File: config.mk
export PLATFORM = sky130hd
export DESIGN_NAME = ipi_send_dispatch
export DESIGN_NICKNAME = d
export VERILOG_FILES = /design/src/rtl/ipi_dispatch_pkg.sv /design/src/rtl/ipi_dispatch_ctrl.sv /design/src/rtl/ipi_dispatch_dp.sv /design/src/rtl/ipi_send_dispatch.sv
export SDC_FILE = /design/constraint.sdc
export NUM_CORES = 1
export LEC_CHECK = 0
export BUFFER_PORTS_ARGS = -buffer_cell sky130_fd_sc_hd__buf_2
export CORE_MARGIN = 8
export CORE_UTILIZATION = 45
export CTS_CLUSTER_SIZE = 10
export DETAILED_ROUTE_END_ITERATION = 6
export GPL_ROUTABILITY_DRIVEN = 1
export PLACE_DENSITY = 0.77
export SETUP_SLACK_MARGIN = 0.1
export SYNTH_ARGS = -nofsm -noshare
export SYNTH_HDL_FRONTEND = slang
export SYNTH_HIERARCHICAL = 1
export SYNTH_SLANG_ARGS = --single-unit
File: constraint.sdc
create_clock -name clk -period 2 [get_ports clk]
set_clock_uncertainty 0.15 [all_clocks]
set_input_delay 0.3 -clock clk [delete_from_list [all_inputs] [get_ports clk]]
set_output_delay 0.3 -clock clk [all_outputs]
set_load 0.01 [all_outputs]
File: src/rtl/ipi_dispatch_pkg.sv
package ipi_dispatch_pkg;
  // command register offsets
  localparam int unsigned OffIpiSend  = 'h040;
  localparam int unsigned OffMailSend = 'h048;
  localparam int unsigned OffAnySend  = 'h158;
  // command field positions
  localparam int unsigned IdLsb   = 16;
  localparam int unsigned KeepLsb = 27;
  localparam int unsigned WordLsb = 32;
  localparam int unsigned SlotLsb = 2;
  localparam int unsigned VecW    = 5;
  localparam int unsigned WordW   = 32;
  localparam int unsigned RegOffW = 16;
  localparam int unsigned Bytes   = WordW / 8;
  localparam int unsigned MailBase = 'h20;

  typedef enum logic [1:0] {StIdle, StRead, StMerge, StWrite} state_e;

  typedef struct packed {
    logic load;     // latch a write command
    logic selAny;   // free-offset form
    logic loadVec;  // latch a vector send
    logic capRead;  // capture read data
    logic doMerge;  // build the merged word
  } strobe_t;
endpackage

File: src/rtl/ipi_dispatch_ctrl.sv
module ipi_dispatch_ctrl
  import ipi_dispatch_pkg::*;
#(
  parameter int unsigned NumCores = 64,
  parameter int unsigned IdW      = 10,
  parameter int unsigned AddrW    = 9
) (
  input  logic             clk,
  input  logic             rstN,
  input  logic             cmdValid,
  input  logic [AddrW-1:0] cmdAddr,
  input  logic [IdW-1:0]   cmdId,
  input  logic [Bytes-1:0] cmdKeep,
  input  logic             regAck,
  output logic             cmdReady,
  output logic             regReq,
  output logic             regWe,
  output logic             setVecValid,
  output logic             errPulse,
  output strobe_t          stb
);
  state_e state, stateNext;
  logic accept, isIpi, isMail, isAny, idOk;

  always_comb begin
    accept = cmdValid && (state == StIdle);
    isIpi  = cmdAddr == AddrW'(OffIpiSend);
    isMail = cmdAddr == AddrW'(OffMailSend);
    isAny  = cmdAddr == AddrW'(OffAnySend);
    idOk   = 32'(cmdId) < 32'(NumCores);

    stb.load    = accept && (isMail || isAny) && idOk;
    stb.selAny  = isAny;
    stb.loadVec = accept && isIpi && idOk;
    stb.capRead = (state == StRead) && regAck;
    stb.doMerge = state == StMerge;

    stateNext = state;
    unique case (state)
      StIdle:  if (stb.load) stateNext = (|cmdKeep) ? StRead : StWrite;
      StRead:  if (regAck) stateNext = StMerge;
      StMerge: stateNext = StWrite;
      StWrite: if (regAck) stateNext = StIdle;
      default: stateNext = StIdle;
    endcase
  end

  always_ff @(posedge clk) begin
    if (!rstN) begin
      state       <= StIdle;
      setVecValid <= 1'b0;
      errPulse    <= 1'b0;
    end else begin
      state       <= stateNext;
      setVecValid <= stb.loadVec;
      errPulse    <= accept && (isIpi || isMail || isAny) && !idOk;
    end
  end

  assign cmdReady = state == StIdle;
  assign regReq   = (state == StRead) || (state == StWrite);
  assign regWe    = state == StWrite;
endmodule

File: src/rtl/ipi_dispatch_dp.sv
module ipi_dispatch_dp
  import ipi_dispatch_pkg::*;
#(
  parameter int unsigned IdW = 10
) (
  input  logic               clk,
  input  logic               rstN,
  input  strobe_t            stb,
  input  logic [IdW-1:0]     cmdId,
  input  logic [Bytes-1:0]   cmdKeep,
  input  logic [WordW-1:0]   cmdWord,
  input  logic [RegOffW-1:0] cmdLow,
  input  logic [WordW-1:0]   regRdata,
  output logic [IdW-1:0]     tgtId,
  output logic [RegOffW-1:0] regAddr,
  output logic [WordW-1:0]   regWdata,
  output logic [WordW-1:0]   setVecMask
);
  logic [Bytes-1:0]   keepReg;
  logic [WordW-1:0]   oldWord, mergedWord;
  logic [RegOffW-1:0] mailAddr;

  assign mailAddr = RegOffW'(MailBase) + {cmdLow[SlotLsb +: 3], 2'b00};

  for (genvar b = 0; b < Bytes; b++) begin : g_merge
    assign mergedWord[8*b +: 8] = keepReg[b] ? oldWord[8*b +: 8] : regWdata[8*b +: 8];
  end

  always_ff @(posedge clk) begin
    if (!rstN) begin
      tgtId      <= '0;
      regAddr    <= '0;
      regWdata   <= '0;
      keepReg    <= '0;
      oldWord    <= '0;
      setVecMask <= '0;
    end else begin
      if (stb.load || stb.loadVec) tgtId <= cmdId;
      if (stb.load) begin
        regAddr  <= stb.selAny ? cmdLow : mailAddr;
        regWdata <= cmdWord;
        keepReg  <= cmdKeep;
      end
      if (stb.loadVec) setVecMask <= WordW'(1) << cmdLow[VecW-1:0];
      if (stb.capRead) oldWord <= regRdata;
      if (stb.doMerge) regWdata <= mergedWord;
    end
  end
endmodule

File: src/rtl/ipi_send_dispatch.sv
module ipi_send_dispatch
  import ipi_dispatch_pkg::*;
#(
  parameter int unsigned NumCores = 64,
  parameter int unsigned IdW      = 10,
  parameter int unsigned AddrW    = 9
) (
  input  logic               clk,
  input  logic               rstN,
  input  logic               cmdValid,
  output logic               cmdReady,
  input  logic [AddrW-1:0]   cmdAddr,
  input  logic [63:0]        cmdData,
  output logic [IdW-1:0]     tgtId,
  output logic               setVecValid,
  output logic [WordW-1:0]   setVecMask,
  output logic               errPulse,
  output logic               regReq,
  output logic               regWe,
  output logic [RegOffW-1:0] regAddr,
  output logic [WordW-1:0]   regWdata,
  input  logic [WordW-1:0]   regRdata,
  input  logic               regAck
);
  strobe_t stb;
  logic [IdW-1:0]   cmdId;
  logic [Bytes-1:0] cmdKeep;
  logic unusedBits;

  assign cmdId      = cmdData[IdLsb +: IdW];
  assign cmdKeep    = cmdData[KeepLsb +: Bytes];
  assign unusedBits = ^{cmdData[31], cmdData[26]};

  ipi_dispatch_ctrl #(.NumCores(NumCores), .IdW(IdW), .AddrW(AddrW)) u_ctrl (
    .clk, .rstN, .cmdValid, .cmdAddr, .cmdId, .cmdKeep, .regAck,
    .cmdReady, .regReq, .regWe, .setVecValid, .errPulse, .stb
  );

  ipi_dispatch_dp #(.IdW(IdW)) u_dp (
    .clk, .rstN, .stb, .cmdId, .cmdKeep,
    .cmdWord(cmdData[WordLsb +: WordW]),
    .cmdLow(cmdData[RegOffW-1:0]),
    .regRdata, .tgtId, .regAddr, .regWdata, .setVecMask
  );
endmodule

# ---- After elaboration in Yosys (flattened, before gate mapping)
# Index checks and enable logic that the tools add are counted.
dict set report totals {
  wordCells 62
  out_inout_bits 95
  in_bits 109
  regBits 130
}
dict set report classes {
  n_eq_ne 13
  reduce_logical 22
  magnitude_cmp 1
  shift 1
  n_mux 12
  n_addsub 1
}
# operator count
set ops {}
lappend ops {{$mux W32} 2}
lappend ops {{$mux W8} 4}
lappend ops {{$shl A1 B5 Y32 const A} 1}
lappend ops {{$eq A9 B7 Y1 const B} 2}
lappend ops {{$mux W16} 1}
lappend ops {{$ne A2 B1 Y1 const B} 6}
lappend ops {{$lt A10 B7 Y1 const B} 1}
lappend ops {{$eq A9 B9 Y1 const B} 1}
lappend ops {{$logic_and A1 B1 Y1} 8}
lappend ops {{$mux W2} 4}
lappend ops {{$pmux W2 S4} 1}
lappend ops {{$reduce_and A2 Y1} 4}
lappend ops {{$add A6 B5 Y7 const A} 1}
lappend ops {{$logic_or A1 B1 Y1} 5}
lappend ops {{$eq A2 B2 Y1 const B} 2}
lappend ops {{$reduce_or A4 Y1} 1}
lappend ops {{$reduce_and A3 Y1} 1}
lappend ops {{$eq A2 B1 Y1 const B} 1}
lappend ops {{$logic_not A2 Y1} 1}
lappend ops {{$ne A2 B2 Y1 const B} 1}
lappend ops {{$reduce_bool A2 Y1} 1}
lappend ops {{$logic_not A1 Y1} 1}

# ---- Longest topological paths before layout
dict set report depth {
  depth_word 6
  depth_mapped 10
  depth_no_buf 8
}

# ---- Cells and area by module
# Netlist, hierarchy kept.
# mod seq_area_each_um2 area_each_um2 cells_each n_inst
set modules_own_cells {}
lappend modules_own_cells {ipi_dispatch_dp 2522.4 5221.3 498 1}
lappend modules_own_cells {ipi_dispatch_ctrl 80.1 371.6 42 1}

# ---- Worst setup path before layout
# Ideal clock, no wire load.
dict set report synth_path {
  kind {register to register}
  startpoint {register u_ctrl.state[0]}
  endpoint {register u_dp.regWdata[0]}
  path_slack_ns -0.146
  path_stages_with_launch 10
  synth_period_minus_slack_ns 2.146
  n_path_buf 2
  setup_time_ns 0.116
  t_arrival_ns 1.880
  required_time_ns 1.734
  path_cell_list {dfxtp_1 -> inv_1 -> ha_1 -> nand2_1 -> nor2_1 -> and3_1 -> buf_2 -> mux2_4 -> buf_6 -> o211a_1}
}
# element line
set synth_lines {}
lappend synth_lines {{start: declaration} ipi_dispatch_ctrl.sv:22} ;# state_e state, stateNext;
lappend synth_lines {{start signal: assignment} ipi_dispatch_ctrl.sv:50} ;# state <= StIdle;
lappend synth_lines {{start signal: assignment} ipi_dispatch_ctrl.sv:54} ;# state <= stateNext;
lappend synth_lines {{end signal: assignment} ipi_dispatch_dp.sv:41} ;# regWdata <= cmdWord;
lappend synth_lines {{end signal: assignment} ipi_dispatch_dp.sv:46} ;# if (stb.doMerge) regWdata <= mergedWord;
lappend synth_lines {{end: declaration} ipi_dispatch_dp.sv:16} ;# output logic [WordW-1:0] regWdata,

==> metrics.txt <==
Critical Path Start Type register; worst vdd ir 0.000683 V; r2r endpoint u_dp/setVecMask[12]$_SDFFE_PN0P_; fillers 916; crit-path cells inv_4 -> ha_4 -> nand2_4 -> nor2_4 -> and3_4 -> nor4b_4 -> a32oi_1 -> nor2b_1; post-synthesis register bit count 130; Max-slew headroom 49.7%; CTS tree yes; CP max stage cell dfxtp_4; Crit path max-delay family simple AND/OR/NAND/NOR gates; worst skew pair latency 410 ps; Yosys cell types 45; FF-to-FF path depth 8; Fin Setup TNS 0 ps; H-tree levels 4; clock share of power between 50% and 60%; Inserted Clock Buffers 17; PD cells slightly below 800 nW/um^2; fin nets 901; Cells after Synth 540; TritonRoute pass-1 iters 4; largest net degree at the start of global routing 133; boundary pin count 204; Placer Congestion 0.778; Final Util 66.6%; DR vias/cell 5.11; fin crit share 94.2%; Fmax between 500 and 600 MHz; placed instance area ~7000 um^2; synthesized area 5590 um^2; die span in x 127 um; WHS Path Cells 3; synthesized area per cell approximately 10 um^2; EDFF count, synth 0; critical path's largest stage delay 360 ps; Post-Place Worst Slack -258 ps; Initial Utilization 46.4%; register area share after synthesis roughly 47%; largest area contributor in the netlist dfxtp_1; Logic pwr share 5.0%; Synth top area share 46.5%; Placement Rows 40; max-cap violations 0; initial DRC count approximately 250; Crit path required time 2190 ps; antenna violations before repair 0; Total GRT Usage 19.4%; primary flip-flop cell chosen by synthesis mapping dfxtp_1; share of cells above drive strength 1 36.4%; hold wc startpoint regRdata[31]; routed vias 4940; GRT overflow 0; DR DRC count 0; area occupied by multi-input gates 2910 um^2; P&R area growth vs syn 43.6%; post-route cell area roughly 8000 um^2; Clock Tree Buf Depth 2; Synth area leaders dfxtp_1 (47%), mux2i_1 (13%), nor2b_1 (8.4%); final setup vio count 0; n_diodes 0; reg2reg start u_ctrl/state[1]$_SDFFE_PN0P_; clk slew on worst S/H paths ~50 ps; Final Non-Filler Cells 967; Leakage 3.74 nW; placed cell count approximately 900; Sw Ratio 19.6%; Core Area 12100 um^2; asr flop ratio synth 0%; commonest non-fill, non-tap cells in the layout buf_2 (201), dfxtp_1 (128), nor2b_1 (75), mux2i_1 (72), nand2_1 (58); cell internal pwr around 5.0 mW; status complete, no violations; Buf/Inv on CP 1; crit path DAT 2080 ps; crit path max fanout 6; NetSw 1.23 mW; Slew Limit Fails 0; unrepaired setup endpoints after global routing yes; Chip Height roughly 130 um; Net Count, Synth 654; Sequential Power Share about two fifths; Sequential Area 2610 um^2; clock root cell clkbuf_16; vias in the first global route roughly 5200; worst hold endpoint u_dp/oldWord[31]$_SDFFE_PN0P_; DPL Wire Length approximately 11 mm; Hold Vio Cnt, Final 0; leading cell type in the layout, fill and taps excluded buf_2; first-pass GRT wire length 25.5 mm; Hold Path Class in -> reg; Warnings, synthesis 6; R2R Setup Slk 120 ps; Final min period 1880 ps; setup ws final 116 ps; number of routed nets with antenna violations 0; worst-margin pin slew 747 ps; DRT Wirelength between 15 and 20 mm; routed wire length per instance 17.0 um; TritonCTS Sinks 130; PortBufs ~200; full die area 16300 um^2; WS Path Type reg -> reg; Critical Path End Type register
## logic make-up (layout without fill, tap and decap cells)
kind of cell	count (synthesis)	count (layout)	share of synthesized area, %
simple gates	188	191	19.3
compound gates	93	93	14.2
mux	78	81	14.3
flops	130	130	46.5
fa+ha+maj	5	5	1.12
xor+xnor	1	1	0.157
buf+inv	45	298	4.43
## metal layers
layer | vias up | track usage [%] | share of wire, %
li1 | 2387 | - | -
met1 | 2344 | 20.8 | 40
met5 | - | 0 | 0
met3 | 24 | 7.11 | 8.4
met2 | 185 | 33.1 | 50
met4 | 0 | 9.45 | 1.9
## what timing repair did
action	CTS	global route
pin swaps	2	8
setup buffers	1	6
endpoints found under the setup margin	45	87
cloned	2	4
hold buffers	39	0
resized for setup	3	12
hold endpoints to repair	39	0
## cell usage after synthesis, types with 2 or more instances
cell,n
a21boi_1,12
a21oi_1,11
a22oi_1,9
a32oi_1,3
and2_1,21
and3_1,2
and4bb_1,2
buf_2,18
buf_4,5
buf_6,5
clkbuf_1,11
dfxtp_1,130
ha_1,5
inv_1,5
mux2_4,4
mux2i_1,73
nand2_1,59
nand2b_1,5
nand3_1,2
nand4b_1,2
nor2_1,4
nor2b_1,75
nor3b_1,2
nor4_1,3
o211a_1,32
o21a_1,2
o21ai_0,2
o2bb2ai_1,17
or2_1,2
or4_4,2
## power by group through the flow
stage,sequential [mW],clock [mW],combinational (mW)
after global placement,2.65,0,0.235
final,2.59,3.38,0.312
after CTS,2.59,3.44,0.305
after detailed placement,2.65,0,0.243
after floorplan,2.65,0,0.102
after global routing,2.59,3.54,0.337
## registers in the layout, summed over array words and instances (netlist names)
register / flops
u_ctrl/setVecValid: 1
u_dp/oldWord: 32
u_dp/setVecMask: 32
u_dp/keepReg: 4
u_dp/tgtId: 10
u_dp/regAddr: 16
u_dp/regWdata: 32
u_ctrl/state: 2
u_ctrl/errPulse: 1
## tightest hold or removal path, cell delays in order
cell and delay, ps:
buf_2 80, mux2i_1 60, nor2b_1 100
## worst max path at each step
stage	from	end	slack, ps	depth (start not counted)
2_1_floorplan	cmdAddr[5]	u_dp/regWdata[13]$_SDFFE_PN0P_	10	8
3_3_place_gp	cmdAddr[5]	u_dp/setVecMask[27]$_SDFFE_PN0P_	-190	7
3_5_place_dp	cmdAddr[5]	u_dp/setVecMask[22]$_SDFFE_PN0P_	-260	7
4_1_cts	u_ctrl/state[0]$_SDFFE_PN0P_	u_dp/regWdata[30]$_SDFFE_PN0P_	80	8
5_1_grt	u_ctrl/state[1]$_SDFFE_PN0P_	u_dp/setVecMask[12]$_SDFFE_PN0P_	20	8
6_report	u_ctrl/state[1]$_SDFFE_PN0P_	u_dp/setVecMask[12]$_SDFFE_PN0P_	120	8
## per-stage QoR
stage / hold slack, ps / total power, mW
2_1_floorplan: 272 / 2.75
3_3_place_gp: 285 / 2.88
3_5_place_dp: 300 / 2.89
4_1_cts: 0.837 / 6.33
5_1_grt: 11.0 / 6.47
6_report: 16.2 / 6.28
## cell type report
| type | count | area share, % |
|---|---|---|
| clock inverter | 8 | 1.84 |
| multi-input combinational | 371 | 36.2 |
| timing repair buffer | 261 | 20.2 |
| sequential | 130 | 32.5 |
| tap | 168 | 2.62 |
| clock buffer | 23 | 6.33 |
| inverter | 6 | 0.374 |
Note: power is estimated with default switching activity, not from simulation.
